### config.mk
export PLATFORM = sky130hd
export DESIGN_NAME = pia_core
export DESIGN_NICKNAME = d
export VERILOG_FILES = /design/src/rtl/pia_pkg.sv /design/src/rtl/pia_edge.sv /design/src/rtl/pia_side.sv /design/src/rtl/pia_core.sv
export SDC_FILE = /design/constraint.sdc
export NUM_CORES = 1
export LEC_CHECK = 0
export BUFFER_PORTS_ARGS = -buffer_cell sky130_fd_sc_hd__clkbuf_2
export CORE_MARGIN = 2
export CORE_UTILIZATION = 33
export CTS_BUF_LIST = sky130_fd_sc_hd__clkbuf_2 sky130_fd_sc_hd__clkbuf_4 sky130_fd_sc_hd__clkbuf_8
export CTS_CLUSTER_DIAMETER = 80
export DETAILED_ROUTE_END_ITERATION = 12
export PLACE_DENSITY = 0.62
export SLEW_MARGIN = 20
export SYNTH_ARGS = -nofsm -noshare
export SYNTH_HDL_FRONTEND = slang
export SYNTH_SLANG_ARGS = --single-unit
### constraint.sdc
create_clock -name clk -period 1.55 [get_ports clk]
set_input_delay 0.31 -clock clk [delete_from_list [all_inputs] [get_ports clk]]
set_output_delay 0.31 -clock clk [all_outputs]
set_load 0.01 [all_outputs]
### src/rtl/pia_pkg.sv
`timescale 1ns/1ps
package pia_pkg;
  typedef enum logic [1:0] {
    SEL_PORT_A = 2'd0,
    SEL_CTRL_A = 2'd1,
    SEL_PORT_B = 2'd2,
    SEL_CTRL_B = 2'd3
  } pia_sel_e;

  localparam int CTRL_W      = 8;
  localparam int CFG_W       = 6;
  localparam int B_EN1       = 0;
  localparam int B_POL1      = 1;
  localparam int B_PORTSEL   = 2;
  localparam int B_EN2       = 3;
  localparam int B_POL2      = 4;
  localparam int B_C2_OUTMD  = 5;
endpackage

### src/rtl/pia_edge.sv
`timescale 1ns/1ps
module pia_edge (
  input  logic clk,
  input  logic sig,
  input  logic rising,
  output logic hit
);
  logic prev_q;

  always_ff @(posedge clk) begin
    prev_q <= sig;
  end

  always_comb begin
    if (rising) hit = sig & ~prev_q;
    else        hit = ~sig & prev_q;
  end
endmodule

### src/rtl/pia_side.sv
`timescale 1ns/1ps
module pia_side
  import pia_pkg::*;
#(
  parameter int  DW       = 8,
  parameter bit  PIN_ONLY = 1'b1
) (
  input  logic              clk,
  input  logic              rst,
  input  logic              wr_port,
  input  logic              wr_ctrl,
  input  logic              rd_port,
  input  logic [DW-1:0]     wdata,
  input  logic              c1,
  input  logic              c2,
  input  logic [DW-1:0]     pin_in,
  output logic [DW-1:0]     port_out,
  output logic [DW-1:0]     port_oe,
  output logic [CTRL_W-1:0] ctrl,
  output logic [DW-1:0]     port_rdata,
  output logic              irq_n
);
  logic [CFG_W-1:0] cfg_q, cfg_n;
  logic [DW-1:0]    ddr_q, or_q, pin_view;
  logic             f1_q, f2_q, f1_n, f2_n;
  logic             hit1, hit2, clr;

  pia_edge u_e1 (.clk(clk), .sig(c1), .rising(cfg_q[B_POL1]), .hit(hit1));
  pia_edge u_e2 (.clk(clk), .sig(c2), .rising(cfg_q[B_POL2]), .hit(hit2));

  always_comb begin
    clr   = rd_port & cfg_q[B_PORTSEL];
    f1_n  = hit1 | (f1_q & ~clr);
    f2_n  = (hit2 & ~cfg_q[B_C2_OUTMD]) | (f2_q & ~clr);
    cfg_n = wr_ctrl ? wdata[CFG_W-1:0] : cfg_q;
  end

  always_ff @(posedge clk) begin
    if (rst) begin
      cfg_q <= '0;
      f1_q  <= 1'b0;
      f2_q  <= 1'b0;
      irq_n <= 1'b1;
      ddr_q <= '0;
      or_q  <= '0;
    end else begin
      cfg_q <= cfg_n;
      f1_q  <= f1_n;
      f2_q  <= f2_n;
      irq_n <= ~((f1_n & cfg_n[B_EN1]) | (f2_n & cfg_n[B_EN2]));
      if (wr_port) begin
        if (cfg_q[B_PORTSEL]) or_q  <= wdata;
        else                  ddr_q <= wdata;
      end
    end
  end

  generate
    if (PIN_ONLY) begin : g_pins
      assign pin_view = pin_in;
    end else begin : g_mixed
      assign pin_view = (or_q & ddr_q) | (pin_in & ~ddr_q);
    end
  endgenerate

  assign port_rdata = cfg_q[B_PORTSEL] ? pin_view : ddr_q;
  assign ctrl       = {f1_q, f2_q, cfg_q};
  assign port_out   = or_q;
  assign port_oe    = ddr_q;
endmodule

### src/rtl/pia_core.sv
`timescale 1ns/1ps
module pia_core
  import pia_pkg::*;
#(
  parameter int DW = 8
) (
  input  logic          clk,
  input  logic          rst,
  input  logic          cs,
  input  logic [1:0]    rs,
  input  logic          rw,
  input  logic          strobe,
  input  logic [DW-1:0] din,
  output logic [DW-1:0] dout,
  input  logic [DW-1:0] pa_in,
  output logic [DW-1:0] pa_out,
  output logic [DW-1:0] pa_oe,
  input  logic [DW-1:0] pb_in,
  output logic [DW-1:0] pb_out,
  output logic [DW-1:0] pb_oe,
  input  logic          ca1,
  input  logic          ca2,
  input  logic          cb1,
  input  logic          cb2,
  output logic          irqa_n,
  output logic          irqb_n
);
  logic              acc, rd_en, wr_en;
  logic [CTRL_W-1:0] a_ctrl, b_ctrl;
  logic [DW-1:0]     a_rdata, b_rdata, rd_mux;
  pia_sel_e          sel;

  always_comb begin
    sel   = pia_sel_e'(rs);
    acc   = cs & strobe;
    rd_en = acc & rw;
    wr_en = acc & ~rw;
  end

  pia_side #(.DW(DW), .PIN_ONLY(1'b1)) u_side_a (
    .clk(clk), .rst(rst),
    .wr_port(wr_en && sel == SEL_PORT_A),
    .wr_ctrl(wr_en && sel == SEL_CTRL_A),
    .rd_port(rd_en && sel == SEL_PORT_A),
    .wdata(din), .c1(ca1), .c2(ca2), .pin_in(pa_in),
    .port_out(pa_out), .port_oe(pa_oe), .ctrl(a_ctrl),
    .port_rdata(a_rdata), .irq_n(irqa_n)
  );

  pia_side #(.DW(DW), .PIN_ONLY(1'b0)) u_side_b (
    .clk(clk), .rst(rst),
    .wr_port(wr_en && sel == SEL_PORT_B),
    .wr_ctrl(wr_en && sel == SEL_CTRL_B),
    .rd_port(rd_en && sel == SEL_PORT_B),
    .wdata(din), .c1(cb1), .c2(cb2), .pin_in(pb_in),
    .port_out(pb_out), .port_oe(pb_oe), .ctrl(b_ctrl),
    .port_rdata(b_rdata), .irq_n(irqb_n)
  );

  always_comb begin
    unique case (sel)
      SEL_PORT_A: rd_mux = a_rdata;
      SEL_CTRL_A: rd_mux = DW'(a_ctrl);
      SEL_PORT_B: rd_mux = b_rdata;
      default:    rd_mux = DW'(b_ctrl);
    endcase
  end

  always_ff @(posedge clk) begin
    if (rst)        dout <= '0;
    else if (rd_en) dout <= rd_mux;
  end
endmodule

==> results of run 1 <==
[how the worst max path moves through the flow]
stage	start	to	slack [ns]	cells past startpoint
2_1_floorplan	rw	u_side_a.irq_n	0.10	4
3_3_place_gp	rw	u_side_a.cfg_q[5]	0.03	6
3_5_place_dp	rw	u_side_a.cfg_q[1]	-0.0005	6
4_1_cts	u_side_a.cfg_q[4]	u_side_a.irq_n	0.12	4
5_1_grt	u_side_a.cfg_q[4]	u_side_a.irq_n	0.06	4
6_report	u_side_a.cfg_q[4]	u_side_a.irq_n	0.1	4
[worst max-delay path, stage by stage, from the launching register on]
cell	delay, ns
dfxtp_1	0.33
or3b_1	0.37
a21oi_1	0.21
a21oi_1	0.09
o32a_1	0.33
[cells by family (layout without fill, tap and decap cells)]
kind of cell / count (synthesis) / in the layout / share of synthesized area
flops: 62 / 62 / 0.461
mux: 47 / 47 / 0.175
simple gates: 94 / 94 / 0.191
buf+inv: 20 / 117 / 0.0288
compound gates: 61 / 61 / 0.144
[power groups by stage]
stage               Sequential (mW)  Clock, mW  Combinational, mW
floorplan                      1.67          0              0.128
CTS                            1.64       1.62              0.274
global placement               1.67          0              0.270
global route                   1.64       1.70              0.299
finish                         1.64       1.58              0.272
detailed placement             1.67          0              0.273
[layout make-up]
cell class,count,share of cell area
repair buffers,96,0.163
well taps,102,0.0358
flip-flops and latches,62,0.348
multi-input cells,202,0.386
inverters,5,0.00526
clock inverters,4,0.0196
clock buffers,12,0.0428
[sequential cells by signal, summed over array words and instances (netlist names)]
| name | cells |
|---|---|
| u_side_a.f1_q | 1 |
| u_side_b.cfg_q | 6 |
| u_side_a.u_e2.prev_q | 1 |
| u_side_b.port_oe | 8 |
| u_side_b.u_e1.prev_q | 1 |
| u_side_b.u_e2.prev_q | 1 |
| dout | 8 |
| u_side_b.irq_n | 1 |
| u_side_b.port_out | 8 |
| u_side_b.f1_q | 1 |
| u_side_b.f2_q | 1 |
| u_side_a.cfg_q | 6 |
| u_side_a.port_oe | 8 |
| u_side_a.port_out | 8 |
| u_side_a.u_e1.prev_q | 1 |
| u_side_a.irq_n | 1 |
| u_side_a.f2_q | 1 |
[metal layers]
metal  part of all wire  global-route usage  vias to the layer above  wire (um)
met3              0.052              0.0511                       11        384
met2               0.47               0.274                       70       3490
met5                  0                   0                        -          0
met1               0.46               0.231                     1157       3360
met4              0.017              0.0640                        0        125
li1                   -                   -                     1203          -
[layout by cell type (no fill, tap or decap), types with 5 or more instances in the layout]
cell	netlist	layout
clkbuf_2	0	76
dfxtp_1	62	62
nor2_1	51	51
mux2i_1	47	47
a21oi_1	21	21
o21ai_0	20	20
buf_4	0	16
clkbuf_8	0	10
nand2_1	8	8
and3b_1	8	8
o221ai_1	8	8
nand2b_1	6	6
inv_1	5	5
a32o_1	5	5
[per-stage QoR]
step	util	total power, mW
3_5_place_dp	0.428	1.95
3_3_place_gp	0.428	1.94
5_1_grt	0.457	3.64
4_1_cts	0.457	3.53
6_report	0.457	3.49
2_1_floorplan	-	1.80
==> impl_metrics.csv, run 1 <==
group,metric,value,unit
clock_network,cts_tree,"built",
power,pwr-share-clk,0.453,
clock_network,cts.sinks,62,
logic_synthesis,netlist.area_leader.share,0.461,
cells_and_area,final_area,3570,um2
cells_and_area,fin_nets,411,
power,pwr-share-comb,0.078,
cells_and_area,drive_gt1_frac,0.310,
critical_path,worstSetupPathType,"flip-flop to flip-flop",
routing,ant_nets,0,
global_routing,grt_overflow,0,
power,irDropWorstVdd,0.000472,V
power,leakage,1.57,nW
critical_path,reg2reg_to,"u_side_a.irq_n",
logic_synthesis,synth_seq_cells,62,
worst_hold_path,hp-class,"primary input to flip-flop",
cells_and_area,layoutNonFillerInstCount,483,
critical_path,crit_fanout,4,
sta,worst_pin_slew,0.429,ns
global_routing,antenna_found_initial,0,
die,fp-row-count,32,
placed_design,post-place-ws,-0.000484,ns
global_routing,grt_pass1_vias,2300,
logic_synthesis,yosys-top-cells-area,"dfxtp_1 46%, mux2i_1 17%, nor2_1 7.1%, a21oi_1 3.9%, o21ai_0 3.7%",
sta,finalWorstSetupSlack,0.0991,ns
clock_network,post_cts_buffers,0,
power,pwr-share-seq,0.469,
logic_synthesis,synth_common_cells,"62 x dfxtp_1, 51 x nor2_1, 47 x mux2i_1, 21 x a21oi_1, 20 x o21ai_0",
logic_synthesis,synth_area,2690,um2
cells_and_area,multi_input_area,1380,um2
critical_path,cp_data_arrival_time,1.67,ns
routing,drtIter0Drc,128,
clock_network,clkTransAtPathRegs,0.07,ns
cells_and_area,area_growth,32.4,%
logic_synthesis,synth-main-ff-cell,"dfxtp_1",
power,p_int,2.72,mW
routing,vias,2441,
status,outcome,"finished clean",
sta,drv_slew,0,
die,core,7810,um2
sta,max_freq,689,MHz
routing,first_pass_iters,5,
die,start_util,0.345,
clock_network,clk_root_buffer_cell,"clkbuf_8",
power,swShare,0.223,
critical_path,setup.worst_path.start_class,"flip-flop",
global_routing,grt_pass1_wl,11.8,mm
sta,rsz0062_at_grt,"no",
cells_and_area,antenna_cells,0,
clock_network,cts_buffer_depth,2,
logic_synthesis,synth_largest_area_cell,"dfxtp_1",
clock_network,h-tree-depth,3,
die,die_w,94.4,um
die,dieHeight,94.4,um
logic_synthesis,synth-seq-area-share,0.461,
worst_hold_path,whs_endpoint,"u_side_b.u_e1.prev_q",
sta,slew_headroom,0.714,
critical_path,r2r-start,"u_side_a.cfg_q[4]",
power,p_switching,0.778,mW
placed_design,dp_hpwl,5.53,mm
logic_synthesis,yosysMostFrequentCell,"dfxtp_1",
sta,min_period,1.45,ns
clock_network,cts_made_buffers,9,
logic_synthesis,synth_async_sr_flop_share,0,
cells_and_area,nFillCells,761,
logic_synthesis,synth-edff-count,0,
critical_path,end_kind,"flip-flop",
sta,fin_hold_ws,0.0963,ns
routing,routed_via_density,5.05,
worst_hold_path,hold_path_startpoint,"cb1",
logic_synthesis,syn-num-nets,319,
placed_design,io_buffers,76,
routing,post-route-drc-count,0,
sta,finalHoldViolations,0,
flow_run,cap_violations,0,
critical_path,required,1.77,ns
routing,wirelength,7.36,mm
logic_synthesis,synthCells,284,
clock_network,postCtsHoldBufs,0,
placed_design,dp_cells,467,
global_routing,grt_usage,0.176,
critical_path,reg2regPathDepth,4,
routing,wl_per_cell,15.2,um
clock_network,cts_resized,0,
sta,period_share,0.936,
sta,setup_tns,0,ns
global_routing,grt_max_degree,27,
die,die-area,8900,um2
critical_path,regToRegSetupSlack,0.1,ns
sta,clock_skew,0.00626,ns
placed_design,place_area,3340,um2
sta,finalSetupViolations,0,
die,ios,77,
power,powerDensity,980,nW/um2
worst_hold_path,holdPathStages,1,
logic_synthesis,avgSynthCellArea,9.49,um2
logic_synthesis,ys_warn_count,0,
clock_network,clk_latency,0.33,ns
logic_synthesis,synth.distinct_cells,29,
placed_design,gp_congestion,0.863,
cells_and_area,seqCellArea,1240,um2
Note: power is estimated with default switching activity, not from simulation.
==> run 2, diff against run 1 <==
Settings changed: CORE_ASPECT_RATIO set to 1.5.
==> run 2 against run 1 <==
  * Clock-buffer cell count shrank 2
  * Global-route usage grew 0.42 points
  * Total power shrank 4.7%
  * Combinational power grew 3%
  * First-iteration DRC count shrank 5.5%
  * Clock power shrank 11%
  * Sequential share of layout area is essentially flat
  * Final cell count grew 1.0%
  * Hold slack lost 0.0046 ns
  * Wire length grew 6.1%
  * Register-to-register slack gained 0.06 ns
  * Critical endpoint is now dout[5]
  * Highest routed layer unchanged
==> impl_metrics.csv, run 2 (synthesis gave the netlist of run 1 again) <==
group,metric,value,unit
die,dieHeight,115,um
placed_design,dp_hpwl,5.98,mm
routing,post-route-drc-count,0,
routing,drtIter0Drc,121,
flow_run,cap_violations,0,
routing,vias,2427,
cells_and_area,most-common-layout-cells,"76 x clkbuf_2, 62 x dfxtp_1, 51 x nor2_1, 47 x mux2i_1, 21 x a21oi_1",
cells_and_area,fin_nets,413,
worst_hold_path,hp-class,"primary input to flip-flop",
sta,rsz0062_at_grt,"no",
critical_path,worstPathBufferInverterCount,1,
critical_path,required,1.79,ns
sta,max_freq,717,MHz
status,outcome,"finished clean",
global_routing,grt_pass1_wl,11.9,mm
die,die_w,77.8,um
clock_network,post_cts_buffers,0,
critical_path,slowest_delay,0.35,ns
clock_network,h-tree-depth,3,
routing,routed_via_density,4.97,
clock_network,clk_latency,0.34,ns
clock_network,clkTransAtPathRegs,0.07,ns
global_routing,grt_pass1_vias,2386,
sta,period_share,0.899,
critical_path,slowest_stage,"dfxtp_1",
critical_path,cp_data_arrival_time,1.63,ns
critical_path,end_kind,"flip-flop",
power,powerDensity,935,nW/um2
die,core,7960,um2
routing,ant_nets,0,
critical_path,setup.worst_path.start_class,"flip-flop",
cells_and_area,finish.utilization,0.447,
die,ios,77,
power,irDropWorstVdd,0.000524,V
power,leakage,1.57,nW
routing,wl_per_cell,16.0,um
clock_network,postCtsHoldBufs,0,
die,fp-row-count,40,
clock_network,cts.sinks,62,
sta,drv_slew,0,
clock_network,cts_made_buffers,9,
critical_path,critical_path.top_delay_family,"compound AO/OA/AOI/OAI gates",
sta,slew_headroom,0.742,
routing,wirelength,7.80,mm
cells_and_area,area_growth,32.2,%
critical_path,crit_fanout,18,
sta,min_period,1.39,ns
global_routing,grt_usage,0.180,
sta,finalHoldViolations,0,
placed_design,io_buffers,76,
die,start_util,0.339,
clock_network,cts_resized,0,
global_routing,grt_overflow,0,
sta,finalSetupViolations,0,
cells_and_area,antenna_cells,0,
sta,worst_pin_slew,0.385,ns
critical_path,path_cells,"buf_12 > and3b_1 > a21oi_1 > o221ai_1 > a32o_1",
sta,clock_skew,0.00536,ns
critical_path,regToRegSetupSlack,0.16,ns
cells_and_area,drive_gt1_frac,0.313,
critical_path,worstSetupPathType,"flip-flop to flip-flop",
routing,first_pass_iters,5,
clock_network,cts_buffer_depth,2,
clock_network,clk_root_buffer_cell,"clkbuf_8",
placed_design,gp_congestion,0.814,
die,die-area,8920,um2
global_routing,grt_max_degree,19,
global_routing,antenna_found_initial,0,
cells_and_area,final_common_cell,"clkbuf_2",
clock_network,cts_tree,"built",
sta,setup_tns,0,ns
==> run 2: cell count changes in the layout (fill, tap and decap cells not counted) <==
cell,previous run,this run
buf_4,16,18
bufinv_16,2,1
clkbuf_4,2,0
clkinv_2,2,3
clkinvlp_4,0,1
clkinv_4,0,1
==> run 2: power breakdown <==
part	switching, mW	internal [mW]	leakage, nW
registers	0.0204	1.62	0.503
clock network	0.630	0.779	0.102
logic	0.162	0.119	0.966
==> run 2: final timing paths <==
check | start | endpoint | depth (start not counted)
max | u_side_b.cfg_q[2] | dout[5] | 5
min | cb1 | u_side_b.u_e1.prev_q | 1
max reg2reg | u_side_b.cfg_q[2] | dout[5] | 5
min reg2reg | dout[7] | dout[7] | 2
==> run 2: through the flow <==
stage / hold slack, ns / power, mW / instances / cell area [um2] / setup slack, ns
after floorplan: 0.338 / 1.80 / 284 / 2690 / 0.102
after global placement: 0.440 / 1.95 / 472 / 3360 / 0.0414
after detailed placement: 0.443 / 1.96 / 472 / 3360 / 0.00369
after CTS: 0.0731 / 3.38 / 488 / 3560 / 0.164
after global routing: 0.0778 / 3.47 / 488 / 3560 / 0.0921
final: 0.0917 / 3.33 / 488 / 3560 / 0.156
==> run 2: layout make-up <==
type | instances | area (um2)
Timing Repair Buffer | 98 | 596
Clock buffer | 10 | 138
Tap cell | 105 | 131
Sequential cell | 62 | 1240
Fill cell | 810 | 4400
Clock inverter | 6 | 61.3
Multi-Input combinational cell | 202 | 1380
Inverter | 5 | 18.8
==> run 2: routing by layer <==
| metal | share of wire | vias up | global-route usage |
|---|---|---|---|
| met4 | 0.039 | 0 | 0.130 |
| met2 | 0.51 | 59 | 0.302 |
| met5 | 0 | - | 0 |
| li1 | - | 1198 | - |
| met1 | 0.41 | 1153 | 0.200 |
| met3 | 0.036 | 17 | 0.0379 |
